===== src/rtl/lcdtg_pkg.sv =====
package lcdtg_pkg;
   localparam int FLD_W = 16;
   localparam int REG_W = 2 * FLD_W;
   localparam int N_WIN = 4;

   typedef enum logic [1:0] {
      WIN_HSYNC = 2'd0,
      WIN_VSYNC = 2'd1,
      WIN_HACT  = 2'd2,
      WIN_VACT  = 2'd3
   } win_idx_e;

   typedef struct packed {
      logic hs;
      logic vs;
      logic de;
      logic pclk;
      logic dat;
   } pol_t;
endpackage


===== src/rtl/lcdtg_counter.sv =====
module lcdtg_counter #(
   parameter int CW = 16
) (
   input  logic          clk,
   input  logic          rst_n,
   input  logic          run_i,
   input  logic          ce_i,
   input  logic [CW-1:0] htot_i,
   input  logic [CW-1:0] vtot_i,
   output logic [CW-1:0] h_o,
   output logic [CW-1:0] v_o
);
   localparam int XW = CW + 1;

   logic [CW-1:0] h_q, v_q;
   logic          h_last, v_last;

   always_comb begin
      h_last = ({1'b0, h_q} + XW'(1)) >= {1'b0, htot_i};
      v_last = ({1'b0, v_q} + XW'(1)) >= {1'b0, vtot_i};
   end

   always_ff @(posedge clk or negedge rst_n) begin
      if (!rst_n) begin
         h_q <= '0;
         v_q <= '0;
      end else if (!run_i) begin
         h_q <= '0;
         v_q <= '0;
      end else if (ce_i) begin
         if (h_last) begin
            h_q <= '0;
            v_q <= v_last ? '0 : v_q + CW'(1);
         end else begin
            h_q <= h_q + CW'(1);
         end
      end
   end

   assign h_o = h_q;
   assign v_o = v_q;

   a_r1_idle_zero: assert property (@(posedge clk) disable iff (!rst_n)
      !run_i |=> (h_q == '0 && v_q == '0));
   a_r3_hold_no_ce: assert property (@(posedge clk) disable iff (!rst_n)
      (run_i && !ce_i) |=> ($stable(h_q) && $stable(v_q)));
   a_r2_line_wrap: assert property (@(posedge clk) disable iff (!rst_n)
      (run_i && ce_i && h_last) |=> (h_q == '0));
endmodule


===== src/rtl/lcdtg_window.sv =====
module lcdtg_window #(
   parameter int CW = 16
) (
   input  logic [CW-1:0] cnt_i,
   input  logic [CW-1:0] start_i,
   input  logic [CW-1:0] stop_i,
   output logic          hit_o
);
   always_comb hit_o = (cnt_i >= start_i) && (cnt_i < stop_i);
endmodule


===== src/rtl/lcdtg_outstage.sv =====
module lcdtg_outstage
   import lcdtg_pkg::*;
#(
   parameter int CW        = 16,
   parameter int DW        = 24,
   parameter bit DAT_INV_EN = 1'b1
) (
   input  logic          clk,
   input  logic          rst_n,
   input  logic          run_i,
   input  logic          ce_i,
   input  logic [CW-1:0] h_i,
   input  logic [CW-1:0] v_i,
   input  logic [N_WIN-1:0] hit_i,
   input  logic [CW-1:0] hact_end_i,
   input  logic [CW-1:0] vact_end_i,
   input  logic [CW-1:0] htot_i,
   input  pol_t          pol_i,
   input  logic [DW-1:0] pix_i,
   output logic          hsync_o,
   output logic          vsync_o,
   output logic          de_o,
   output logic          pclk_o,
   output logic [DW-1:0] pix_o,
   output logic [CW-1:0] hcnt_o,
   output logic [CW-1:0] vcnt_o,
   output logic          sof_o,
   output logic          eof_o
);
   localparam int XW = CW + 1;

   logic          hs_act, vs_act, de_act, take;
   logic          sof_d, eof_d;
   logic [DW-1:0] dmask;

   generate
      if (DAT_INV_EN) begin : g_dinv
         assign dmask = {DW{pol_i.dat}};
      end else begin : g_nodinv
         assign dmask = '0;
      end
   endgenerate

   always_comb begin
      take   = run_i && ce_i;
      hs_act = run_i && hit_i[WIN_HSYNC];
      vs_act = run_i && hit_i[WIN_VSYNC];
      de_act = run_i && hit_i[WIN_HACT] && hit_i[WIN_VACT];
      sof_d  = take && (h_i == '0) && (v_i == '0);
      eof_d  = take && (({1'b0, h_i} + XW'(1)) == {1'b0, hact_end_i})
                    && (({1'b0, v_i} + XW'(1)) == {1'b0, vact_end_i});
   end

   logic          hs_q, vs_q, de_q, pclk_q, sof_q, eof_q;
   logic [DW-1:0] pix_q;
   logic [CW-1:0] hc_q, vc_q;

   always_ff @(posedge clk or negedge rst_n) begin
      if (!rst_n) begin
         hs_q   <= 1'b0;
         vs_q   <= 1'b0;
         de_q   <= 1'b0;
         pclk_q <= 1'b0;
         sof_q  <= 1'b0;
         eof_q  <= 1'b0;
         pix_q  <= '0;
         hc_q   <= '0;
         vc_q   <= '0;
      end else begin
         hs_q   <= hs_act;
         vs_q   <= vs_act;
         de_q   <= de_act;
         pclk_q <= take;
         sof_q  <= sof_d;
         eof_q  <= eof_d;
         pix_q  <= de_act ? (pix_i ^ dmask) : '0;
         hc_q   <= run_i ? h_i : '0;
         vc_q   <= run_i ? v_i : '0;
      end
   end

   assign hsync_o = hs_q ^ pol_i.hs;
   assign vsync_o = vs_q ^ pol_i.vs;
   assign de_o    = de_q ^ pol_i.de;
   assign pclk_o  = pclk_q ^ pol_i.pclk;
   assign pix_o   = pix_q;
   assign hcnt_o  = hc_q;
   assign vcnt_o  = vc_q;
   assign sof_o   = sof_q;
   assign eof_o   = eof_q;

   a_r1_idle_outputs: assert property (@(posedge clk) disable iff (!rst_n)
      !run_i |=> (pix_q == '0 && !sof_q && !eof_q && !hs_q && !vs_q && !de_q));
   a_r7_blank_data: assert property (@(posedge clk) disable iff (!rst_n)
      !de_q |-> (pix_q == '0));
   a_r8_sof_single: assert property (@(posedge clk) disable iff (!rst_n)
      (sof_q && htot_i > CW'(1) && $stable(htot_i)) |=> !sof_q);
   a_r6_de_in_window: assert property (@(posedge clk) disable iff (!rst_n)
      (de_q && run_i && $stable(hact_end_i)) |-> (hc_q < hact_end_i));
endmodule


===== src/rtl/panel_timing_gen.sv =====
module panel_timing_gen
   import lcdtg_pkg::*;
#(
   parameter int CW         = 16,
   parameter int DW         = 24,
   parameter bit DAT_INV_EN = 1'b1
) (
   input  logic             clk,
   input  logic             rst_n,
   input  logic             run_i,
   input  logic             pix_ce_i,
   input  logic [REG_W-1:0] hsync_win_i,
   input  logic [REG_W-1:0] vsync_win_i,
   input  logic [REG_W-1:0] hact_win_i,
   input  logic [REG_W-1:0] vact_win_i,
   input  logic [REG_W-1:0] total_i,
   input  logic             hs_inv_i,
   input  logic             vs_inv_i,
   input  logic             de_inv_i,
   input  logic             pclk_fall_i,
   input  logic             dat_inv_i,
   input  logic [DW-1:0]    pix_data_i,
   output logic             hsync_o,
   output logic             vsync_o,
   output logic             de_o,
   output logic             pclk_o,
   output logic [DW-1:0]    pix_data_o,
   output logic [CW-1:0]    hcnt_o,
   output logic [CW-1:0]    vcnt_o,
   output logic             sof_o,
   output logic             eof_o
);
   initial begin
      assert (CW >= 2 && CW <= FLD_W) else $error("CW must lie in 2..%0d", FLD_W);
      assert (DW >= 1) else $error("DW must be positive");
   end

   logic [CW-1:0] htot, vtot, h_cnt, v_cnt;
   logic [REG_W-1:0] win_reg [N_WIN];
   logic [CW-1:0] w_start [N_WIN];
   logic [CW-1:0] w_stop  [N_WIN];
   logic [CW-1:0] w_cnt   [N_WIN];
   logic [N_WIN-1:0] hits;
   pol_t pol;

   assign htot = total_i[FLD_W +: CW];
   assign vtot = total_i[0 +: CW];

   assign win_reg[WIN_HSYNC] = hsync_win_i;
   assign win_reg[WIN_VSYNC] = vsync_win_i;
   assign win_reg[WIN_HACT]  = hact_win_i;
   assign win_reg[WIN_VACT]  = vact_win_i;

   assign pol = '{hs: hs_inv_i, vs: vs_inv_i, de: de_inv_i,
                  pclk: pclk_fall_i, dat: dat_inv_i};

   lcdtg_counter #(.CW(CW)) i_cnt (
      .clk    (clk),
      .rst_n  (rst_n),
      .run_i  (run_i),
      .ce_i   (pix_ce_i),
      .htot_i (htot),
      .vtot_i (vtot),
      .h_o    (h_cnt),
      .v_o    (v_cnt)
   );

   generate
      for (genvar gi = 0; gi < N_WIN; gi++) begin : g_win
         assign w_start[gi] = win_reg[gi][FLD_W +: CW];
         assign w_stop[gi]  = win_reg[gi][0 +: CW];
         if (gi == WIN_HSYNC || gi == WIN_HACT) begin : g_h
            assign w_cnt[gi] = h_cnt;
         end else begin : g_v
            assign w_cnt[gi] = v_cnt;
         end
         lcdtg_window #(.CW(CW)) i_win (
            .cnt_i   (w_cnt[gi]),
            .start_i (w_start[gi]),
            .stop_i  (w_stop[gi]),
            .hit_o   (hits[gi])
         );
      end
   endgenerate

   lcdtg_outstage #(.CW(CW), .DW(DW), .DAT_INV_EN(DAT_INV_EN)) i_out (
      .clk        (clk),
      .rst_n      (rst_n),
      .run_i      (run_i),
      .ce_i       (pix_ce_i),
      .h_i        (h_cnt),
      .v_i        (v_cnt),
      .hit_i      (hits),
      .hact_end_i (w_stop[WIN_HACT]),
      .vact_end_i (w_stop[WIN_VACT]),
      .htot_i     (htot),
      .pol_i      (pol),
      .pix_i      (pix_data_i),
      .hsync_o    (hsync_o),
      .vsync_o    (vsync_o),
      .de_o       (de_o),
      .pclk_o     (pclk_o),
      .pix_o      (pix_data_o),
      .hcnt_o     (hcnt_o),
      .vcnt_o     (vcnt_o),
      .sof_o      (sof_o),
      .eof_o      (eof_o)
   );
endmodule


===== config.mk =====
export PLATFORM = sky130hd
export DESIGN_NAME = panel_timing_gen
export DESIGN_NICKNAME = d
export VERILOG_FILES = /design/src/rtl/lcdtg_pkg.sv /design/src/rtl/lcdtg_counter.sv /design/src/rtl/lcdtg_window.sv /design/src/rtl/lcdtg_outstage.sv /design/src/rtl/panel_timing_gen.sv
export SDC_FILE = /design/constraint.sdc
export NUM_CORES = 1
export LEC_CHECK = 0
export BUFFER_PORTS_ARGS = -buffer_cell sky130_fd_sc_hd__buf_2
export CAP_MARGIN = 20
export CORE_ASPECT_RATIO = 0.6
export CORE_MARGIN = 2
export CORE_UTILIZATION = 35
export DETAILED_ROUTE_END_ITERATION = 8
export PLACE_DENSITY = 0.63
export SETUP_SLACK_MARGIN = 0.2
export SLEW_MARGIN = 20
export SYNTH_ARGS = -nofsm -noshare
export SYNTH_HDL_FRONTEND = slang
export SYNTH_SLANG_ARGS = --single-unit

===== constraint.sdc =====
create_clock -name clk -period 4 [get_ports clk]
set_clock_uncertainty 0.05 [all_clocks]
set_input_delay 0.2 -clock clk [delete_from_list [all_inputs] [get_ports clk]]
set_output_delay 0.2 -clock clk [all_outputs]
set_load 0.01 [all_outputs]

* After elaboration in Yosys (flattened, before gate mapping)
Cells that the tools add are included.
Cells by class: reduce and logical (&&, ||, !) cells 16, mux-type cells 10, order comparisons 10, bitwise logic cells 5, equal/unequal tests 4, add/sub/neg operators 4
Operator list (number):
- $mux W16 | 9
- $ge A16 B16 Y1 | 4
- $lt A16 B16 Y1 | 4
- $add A16 B1 Y17 const B | 2
- $eq A17 B16 Y1 | 2
- $ge A17 B16 Y1 | 2
- $add A16 B1 Y16 const B | 2
- $logic_not A16 Y1 | 2
- $mux W24 | 1
- $xor A24 B24 Y24 | 1
- $logic_and A1 B1 Y1 | 13
- $ne A2 B1 Y1 const B | 2
- $xor A1 B1 Y1 | 4
- $reduce_and A2 Y1 | 1
Word-level totals: output and inout bits 62, logic and storage cells 60, register bits after elaboration 94, input port bits 193

* Longest topological paths before layout
Gate-level depths: netlist of run 1.
word-level depth 6, depth in mapped cells 16, gate-level depth less buffers 14

* Cells and area by module
From an unflattened synthesis of run 1, not the netlist that was laid out.
Second synthesis, totals: cells, all modules 1119, area, all modules 9496.6 µm²
Modules (own cells, without submodules):
- lcdtg_outstage | cells an instance 354, area an instance 3503.4 µm², times used 1, sequential area each 1551.5 µm²
- lcdtg_window | cells an instance 105, area an instance 795.8 µm², times used 4, sequential area each 0.0 µm²
- lcdtg_counter | cells an instance 345, area an instance 2810.2 µm², times used 1, sequential area each 800.8 µm²

* Worst setup path before layout of run 1
OpenSTA, ideal clock, no wires.
path type register to register, from register i_cnt.v_q[1], in the netlist i_cnt.v_o[1], to register i_cnt.v_q[9], in the netlist i_cnt.v_o[9], slack 0.328 ns, setup time 0.135 ns, stages on the path, launching flop included 17, arrival 3.487 ns, clock period less this slack 3.672 ns, path buffers 3, required time 3.815 ns, cell sequence dfrtp_1 > ha_1 > and4_1 > buf_4 > and3_1 > nand2b_1 > xnor2_1 > ha_1 > nand4_1 > or4_1 > a21boi_0 > or4_1 > clkbuf_1 > clkbuf_1 > a21oi_1 > o21ai_0 > o31ai_1
Between the ends: longest elaborated chain between the ends 6, elaborated cells between the ends (all ways) 7, classes of those cells add/sub: 2; order compare: 1; mux: 4
RTL lines:
- start, declared | line lcdtg_counter.sv:15 | logic [CW-1:0] h_q, v_q;
- start signal, assigned | line lcdtg_counter.sv:33 | v_q <= v_last ? '0 : v_q + CW'(1);
- $add A16 B1 Y17 | line lcdtg_counter.sv:20 | v_last = ({1'b0, v_q} + XW'(1)) >= {1'b0, vtot_i};
- $ge A17 B16 Y1 | line lcdtg_counter.sv:20
- $mux W16 * | line lcdtg_counter.sv:33
- $mux W16 * | line lcdtg_counter.sv:31 | if (h_last) begin
- $mux W16 * | line lcdtg_counter.sv:30 | end else if (ce_i) begin
- $mux W16 * | line lcdtg_counter.sv:27 | end else if (!run_i) begin
Mark *: on every way between the ends. The rest lies on a longest branch, timed or not. The select of a mux whose other input is x is not followed. A chain may end at the register's enable or synchronous reset.

* Worst setup path after layout of run 1
Ends and elaborated chain as after synthesis.

==> results of run 1 <==
power groups by stage:
stage / registers (mW) / clock network, mW / logic (mW)
4_1_cts: 0.969 / 0.947 / 0.530
5_1_grt: 0.972 / 0.974 / 0.600
3_3_place_gp: 0.987 / 0 / 0.519
2_1_floorplan: 0.996 / 0 / 0.264
3_5_place_dp: 0.987 / 0 / 0.523
6_report: 0.971 / 0.912 / 0.531
repair_timing:
| item | CTS | global route |
|---|---|---|
| setup endpoints to repair | 5 | 26 |
| buffers inserted | 0 | 3 |
| hold endpoints to repair | 32 | 0 |
| gates resized for setup | 3 | 10 |
| hold buffers | 1 | 0 |
| pin swaps | 0 | 1 |
logic make-up (layout without fill, tap and decap cells):
| logic type | count (synthesis) | after routing | share of synthesized area, % |
|---|---|---|---|
| buffers and inverters | 220 | 490 | 9.93 |
| xor gates and xnor gates | 77 | 77 | 8.11 |
| muxes | 2 | 2 | 0.222 |
| AOI/OAI and AO/OA | 206 | 206 | 14.9 |
| DFF | 94 | 94 | 26.1 |
| adders and majority gates | 162 | 162 | 22.5 |
| and+or+nand+nor | 289 | 289 | 18.2 |
| other | 0 | 2 | 0 |
cell usage after synthesis (3+ instances only):
| cell type | instances | area (um2) |
|---|---|---|
| a2111oi_0 | 5 | 43.8 |
| a211oi_1 | 7 | 52.6 |
| a21o_1 | 23 | 173 |
| a21oi_1 | 55 | 275 |
| and2_1 | 33 | 206 |
| and3_1 | 9 | 56.3 |
| and4_1 | 8 | 70.1 |
| buf_2 | 12 | 60.1 |
| buf_4 | 3 | 22.5 |
| buf_6 | 4 | 45.0 |
| clkbuf_1 | 28 | 105 |
| dfrtp_1 | 94 | 2350 |
| ha_1 | 162 | 2030 |
| inv_1 | 172 | 646 |
| nand2_1 | 47 | 176 |
| nand2b_1 | 14 | 87.6 |
| nand3_1 | 29 | 145 |
| nand3_2 | 3 | 30.0 |
| nand3b_1 | 3 | 22.5 |
| nand4_1 | 24 | 150 |
| nor2_1 | 31 | 116 |
| nor2b_1 | 16 | 100 |
| nor3_1 | 38 | 190 |
| nor4_1 | 12 | 75.1 |
| o211ai_1 | 6 | 45.0 |
| o21a_1 | 7 | 52.6 |
| o21ai_0 | 51 | 255 |
| o311a_1 | 5 | 50.1 |
| o311ai_0 | 5 | 43.8 |
| o31ai_1 | 11 | 82.6 |
| or3_1 | 5 | 31.3 |
| xnor2_1 | 54 | 473 |
| xnor3_1 | 4 | 90.1 |
| xor2_1 | 19 | 166 |
stage by stage:
step	area (um2)	setup WS (ns)
after detailed placement	10800	0.170
after global placement	10800	0.228
after floorplan	9000	0.328
after CTS	11100	0.204
after global routing	11200	0.202
final	11200	0.408
area by class of cell:
| class | instances | area, um2 | share of cell area (%) |
|---|---|---|---|
| Clock buffer | 10 | 229 | 2.05 |
| Inverter | 172 | 646 | 5.79 |
| Antenna cell | 2 | 5.00 | 0.0449 |
| Tap cell | 329 | 412 | 3.69 |
| Timing Repair Buffer | 302 | 1640 | 14.7 |
| Sequential cell | 94 | 2350 | 21.1 |
| Clock inverter | 6 | 68.8 | 0.617 |
| Multi-Input combinational cell | 736 | 5800 | 52.0 |
sequential cells by signal, summed over array words and instances, names as in the netlist:
name          cells
i_out.pix_o      24
i_cnt.h_o        16
i_cnt.v_o        16
i_out.hcnt_o     16
i_out.vcnt_o     16
i_out.de_q        1
i_out.eof_o       1
i_out.hs_q        1
i_out.pclk_q      1
i_out.sof_o       1
i_out.vs_q        1
routing by layer:
metal / vias up / GRT usage (%)
met5: - / 0
met4: 2 / 3.94
met3: 17 / 5.76
met2: 306 / 32.1
met1: 4022 / 35.5
li1: 4160 / -
critical path, cell delays in order (launching register included):
cell	delay, ns
dfrtp_1	0.39
buf_4	0.21
nand3_4	0.13
or3_1	0.42
buf_4	0.20
xnor2_1	0.12
ha_1	0.27
nand4_1	0.21
or4_1	0.56
a21boi_0	0.18
or4_1	0.18
buf_6	0.19
a21oi_1	0.07
o21ai_0	0.16
o31ai_1	0.10
final timing paths:
| check | start | depth (start not counted) | endpoint |
|---|---|---|---|
| max | i_cnt.v_o[1] | 14 | i_cnt.v_o[9] |
| min | pix_data_i[6] | 3 | i_out.pix_o[6] |
| max reg2reg | i_cnt.v_o[1] | 14 | i_cnt.v_o[9] |
| min reg2reg | i_cnt.v_o[11] | 1 | i_out.vcnt_o[11] |
| max in group asynchronous | rst_n | 3 | i_out.pix_o[21] |
| min in group asynchronous | rst_n | 2 | i_out.hcnt_o[15] |
==> results.sh, run 1 <==
export IMPL_yosysUniqueCellTypes=70
export IMPL_route_detailed_drc=0
export IMPL_worstMarginPinSlew_ns=0.805
export IMPL_crit_arrival_ns=3.79
export IMPL_syn_inst=1050
export IMPL_numCtsBuffers=9
export IMPL_hpwl_um=24900
export IMPL_cts_tree="yes"
export IMPL_dieArea_um2=27100
export IMPL_combPwrFrac_pct=22.0
export IMPL_wirelength_um=30900
export IMPL_start_kind="flip-flop"
export IMPL_place_inst=1629
export IMPL_grt_max_degree=36
export IMPL_async_reset_ff_share_pct=100
export IMPL_fillCellCount=2585
export IMPL_avgSynthCellArea_um2=8.57
export IMPL_final_cell_mix="buf_2, inv_1, ha_1, dfrtp_1, a21oi_1"
export IMPL_grt_ovfl_total=0
export IMPL_synthFlopType="dfrtp_1"
export IMPL_ant_nets=0
export IMPL_firstDrtPassIters=5
export IMPL_final_util_pct=44.1
export IMPL_clock_fmax_mhz=278
export IMPL_total_power_mw=2.41
export IMPL_final_nets=1670
export IMPL_stdcell_count=1651
export IMPL_die_w_um=211
export IMPL_drt_wirelength_per_cell_um=18.7
export IMPL_io_buffers=254
export IMPL_grt_pass1_vias=8113
export IMPL_vias_per_cell=5.15
export IMPL_p_int_mw=1.68
export IMPL_row_count=45
export IMPL_wl_met2_um=12200
export IMPL_p_per_area_nw_per_um2=216
export IMPL_setup_viol=0
export IMPL_antenna_found_initial=3
export IMPL_status="finished clean"
export IMPL_drt_iter0_markers=717
export IMPL_p_seq_share_pct=40.2
export IMPL_htreeDepth=3
export IMPL_rsz0062_at_grt="no"
export IMPL_synth_nets=1405
export IMPL_pin_count=255
export IMPL_cts_max_path_buffers=2
export IMPL_netlist_area_um2=9000
export IMPL_yosysWarnings=0
export IMPL_core_region_area_um2=25300
export IMPL_switching_share_pct=30.3
export IMPL_crit_fanout=15
export IMPL_hp_class="primary input to flip-flop"
export IMPL_dr_wl_met3_um=2360
export IMPL_cts_sinks=94
export IMPL_grt_total_usage_pct=23.0
export IMPL_die_height_um=128
export IMPL_synth_edf_count=0
export IMPL_vias=8507
export IMPL_synth_seq_area_share_pct=26.1
export IMPL_synthToLayoutAreaGrowth_pct=23.9
export IMPL_met1Wirelength_um=16100
export IMPL_whs_ns=0.0509
export IMPL_routed_top_layer="met5"
export IMPL_hold_violations=0
export IMPL_period_needed_ns=3.59
export IMPL_place_gp_congestion=0.939
export IMPL_cp_required_ns=4.20
export IMPL_path_class="flip-flop to flip-flop"
export IMPL_maxCapViolCount=0
export IMPL_root_buffer="clkbuf_16"
export IMPL_power_switching_mw=0.731
export IMPL_p_leak_nw=6.44
export IMPL_min_period_over_period_pct=89.8
export IMPL_crit_path_end_kind="flip-flop"
export IMPL_slew_headroom_pct=46.2
export IMPL_drive_above_1_share_pct=25.7
export IMPL_reg2reg_setup_slack_ns=0.41
export IMPL_mostFrequentLayoutCell="buf_2"
export IMPL_initial_core_util_pct=35.6
export IMPL_clk_pin_slew_worst_paths_ns=0.07
export IMPL_clk_latency_ns=0.37
export IMPL_pwr_share_clk_pct=37.8
export IMPL_grt_pass1_wl_um=46800
export IMPL_slew_viol_final=0
export IMPL_tns_ns=0
export IMPL_vdd_ir_drop_max_mv=0.167
export IMPL_synth_seq_cells=94
Power figures use the tool's default switching activity.
==> inputs of run 2 (changes only) <==
--- a/config.mk
+++ b/config.mk
@@ -5,13 +5,15 @@
 export SDC_FILE = /design/constraint.sdc
 export NUM_CORES = 1
 export LEC_CHECK = 0
+export ABC_AREA = 1
 export BUFFER_PORTS_ARGS = -buffer_cell sky130_fd_sc_hd__buf_2
 export CAP_MARGIN = 20
 export CORE_ASPECT_RATIO = 0.6
 export CORE_MARGIN = 2
-export CORE_UTILIZATION = 35
+export CORE_UTILIZATION = 24
 export DETAILED_ROUTE_END_ITERATION = 8
-export PLACE_DENSITY = 0.63
+export GPL_ROUTABILITY_DRIVEN = 0
+export PLACE_DENSITY = 0.49
 export SETUP_SLACK_MARGIN = 0.2
 export SLEW_MARGIN = 20
 export SYNTH_ARGS = -nofsm -noshare
==> results.sh, run 2 <==
export IMPL_grt_pass1_vias=9180
export IMPL_cp_required_ns=4.27
export IMPL_maxCapViolCount=0
export IMPL_status="finished clean"
export IMPL_holdPathEnd="i_out.pix_o[19]"
export IMPL_synth_seq_area_share_pct=25.6
export IMPL_synth_area_leaders="dfrtp_1, ha_1, nand2_1, inv_1, a21oi_1"
export IMPL_clk_pin_slew_worst_paths_ns=0.08
export IMPL_synth_top_area_share_pct=25.6
export IMPL_drt_iter0_markers=684
export IMPL_vias=9341
export IMPL_initial_core_util_pct=24.4
export IMPL_crit_fanout=32
export IMPL_grt_ovfl_total=0
export IMPL_stdcell_count=2094
export IMPL_grt_total_usage_pct=17.7
export IMPL_period_needed_ns=3.45
export IMPL_syn_inst=1316
export IMPL_timing_rr_start="i_cnt.h_o[1]"
export IMPL_mostFrequentLayoutCell="nand2_1"
export IMPL_crit_arrival_ns=3.72
export IMPL_hold_start="pix_data_i[19]"
export IMPL_core_region_area_um2=37700
export IMPL_numCtsBuffers=9
export IMPL_vias_per_cell=4.46
export IMPL_yosysMostFrequentCell="nand2_1"
export IMPL_drive_above_1_share_pct=19.8
export IMPL_route_detailed_drc=0
export IMPL_synthToLayoutAreaGrowth_pct=24.6
export IMPL_hold_violations=0
export IMPL_worstMarginPinSlew_ns=0.932
export IMPL_yosysTopAreaCell="dfrtp_1"
export IMPL_row_count=55
export IMPL_p_per_area_nw_per_um2=220
export IMPL_cts_tree="yes"
export IMPL_die_height_um=156
export IMPL_clock_fmax_mhz=290
export IMPL_hpwl_um=27800
export IMPL_synthFlopType="dfrtp_1"
export IMPL_slew_headroom_pct=37.9
export IMPL_synth_seq_cells=94
export IMPL_reg2reg_setup_slack_ns=0.55
export IMPL_htreeDepth=3
export IMPL_tns_ns=0
export IMPL_min_path_cells=3
export IMPL_final_nets=1929
export IMPL_slew_viol_final=0
export IMPL_dieArea_um2=39900
export IMPL_ant_nets=0
export IMPL_firstDrtPassIters=5
export IMPL_yosysUniqueCellTypes=39
export IMPL_async_reset_ff_share_pct=100
export IMPL_hp_class="primary input to flip-flop"
export IMPL_synth_nets=1671
export IMPL_grt_pass1_wl_um=53300
export IMPL_pin_count=255
export IMPL_p_leak_nw=7.04
export IMPL_postCtsSetupBuffers=0
export IMPL_setup_viol=0
export IMPL_root_buffer="clkbuf_16"
export IMPL_yosysWarnings=0
export IMPL_vdd_ir_drop_max_mv=0.157
export IMPL_rsz0062_at_grt="no"
export IMPL_io_buffers=254
export IMPL_clk_latency_ns=0.38
export IMPL_wirelength_um=34700
export IMPL_cts_sinks=94
export IMPL_antenna_found_initial=4
export IMPL_final_cell_mix="nand2_1, inv_1, buf_2, ha_1, dfrtp_1"
export IMPL_drt_wirelength_per_cell_um=16.6
export IMPL_r2r_end="i_cnt.v_o[14]"
export IMPL_grt_max_degree=65
export IMPL_place_inst=2074
export IMPL_min_period_over_period_pct=86.3
export IMPL_crit_path_end_kind="flip-flop"
export IMPL_die_w_um=257
export IMPL_synth_edf_count=0
export IMPL_netlist_area_um2=9190
export IMPL_start_kind="flip-flop"
export IMPL_avgSynthCellArea_um2=6.99
export IMPL_largest_reg_flops=24
export IMPL_cts_max_path_buffers=2
export IMPL_path_class="flip-flop to flip-flop"
export IMPL_rr_worst_depth=21
export IMPL_synth_common_cells="nand2_1, inv_1, ha_1"
## run 2: how the worst max path moves through the flow
stage / startpoint / end / slack, ns / cells past startpoint
after floorplan: i_cnt.v_o[1] / i_cnt.v_o[15] / 1.31 / 18
after detailed placement: i_cnt.v_o[1] / i_cnt.v_o[2] / 0.43 / 17
after CTS: i_cnt.v_o[1] / i_cnt.v_o[2] / 0.41 / 17
after global placement: i_cnt.v_o[1] / i_cnt.v_o[12] / 0.44 / 17
after global routing: i_cnt.h_o[1] / i_cnt.v_o[5] / 0.27 / 21
final: i_cnt.h_o[1] / i_cnt.v_o[14] / 0.55 / 21
## run 2: where the power goes
group          switching (mW)  internal (mW)  total (mW)
clock                   0.465          0.497       0.962
sequential             0.0295          0.965       0.994
combinational           0.338          0.231       0.569
total                   0.833           1.69        2.52
## run 2: metrics by stage
step           utilization, %  setup WS [ns]  area, um2  hold slack (ns)  total power [mW]
5_1_grt                  30.4          0.272      11500           0.0454              2.68
3_3_place_gp             29.5          0.438      11100            0.322              1.58
2_1_floorplan               -           1.31       9190           -0.146              1.32
3_5_place_dp             29.5          0.431      11100            0.339              1.58
4_1_cts                  30.3          0.409      11400           0.0295              2.57
6_report                 30.4          0.550      11500           0.0493              2.52
## run 2: cell families (layout without fill, tap and decap cells)
| family | count (synthesis) | after routing | synth area share (%) |
|---|---|---|---|
| simple gates | 576 | 576 | 27.2 |
| buf+inv | 305 | 568 | 12.9 |
| fa+ha+maj | 162 | 162 | 22.0 |
| compound gates | 142 | 142 | 8.45 |
| flops | 94 | 94 | 25.6 |
| xor+xnor | 37 | 37 | 3.82 |
| other cells | 0 | 2 | 0 |
## run 2: layout make-up
type | count | area (um2)
inverters | 276 | 1040
clock buffers | 10 | 229
flip-flops and latches | 94 | 2350
fillers | 4253 | 26300
clock inverters | 6 | 75.1
diodes | 2 | 5.00
well taps | 513 | 642
repair buffers | 276 | 1440
multi-input cells | 917 | 5670
## run 2: routing by layer
metal,wire (um),vias to the layer above,track usage [%],share of wire [%]
li1,-,4709,-,-
met2,13900,319,25.4,40
met1,17700,4280,26.5,51
met4,625,2,4.18,1.8
met3,2460,31,3.95,7.1
met5,13,-,0,0.037
## run 2: what timing repair did
action / 4_1_cts / 5_1_grt
hold buffers: 2 / 0
hold endpoints to repair: 64 / 0
setup endpoints to repair: 0 / 15
gates resized for setup: 0 / 3
## run 2: worst max-delay path, stage by stage, from the launching register on
cell	delay, ns
dfrtp_1	0.54
ha_1	0.26
nand2_1	0.17
nor2_4	0.22
nand2_2	0.13
nor2_2	0.12
nand2_1	0.06
nand2_1	0.16
ha_1	0.28
nand2_1	0.09
inv_1	0.04
nand3_1	0.09
nor2_1	0.07
a21oi_1	0.13
nand2_1	0.08
nand2_1	0.05
nand2_1	0.05
nand2_1	0.17
nand2_8	0.21
nand2_4	0.24
nand2_1	0.09
nand2_1	0.07
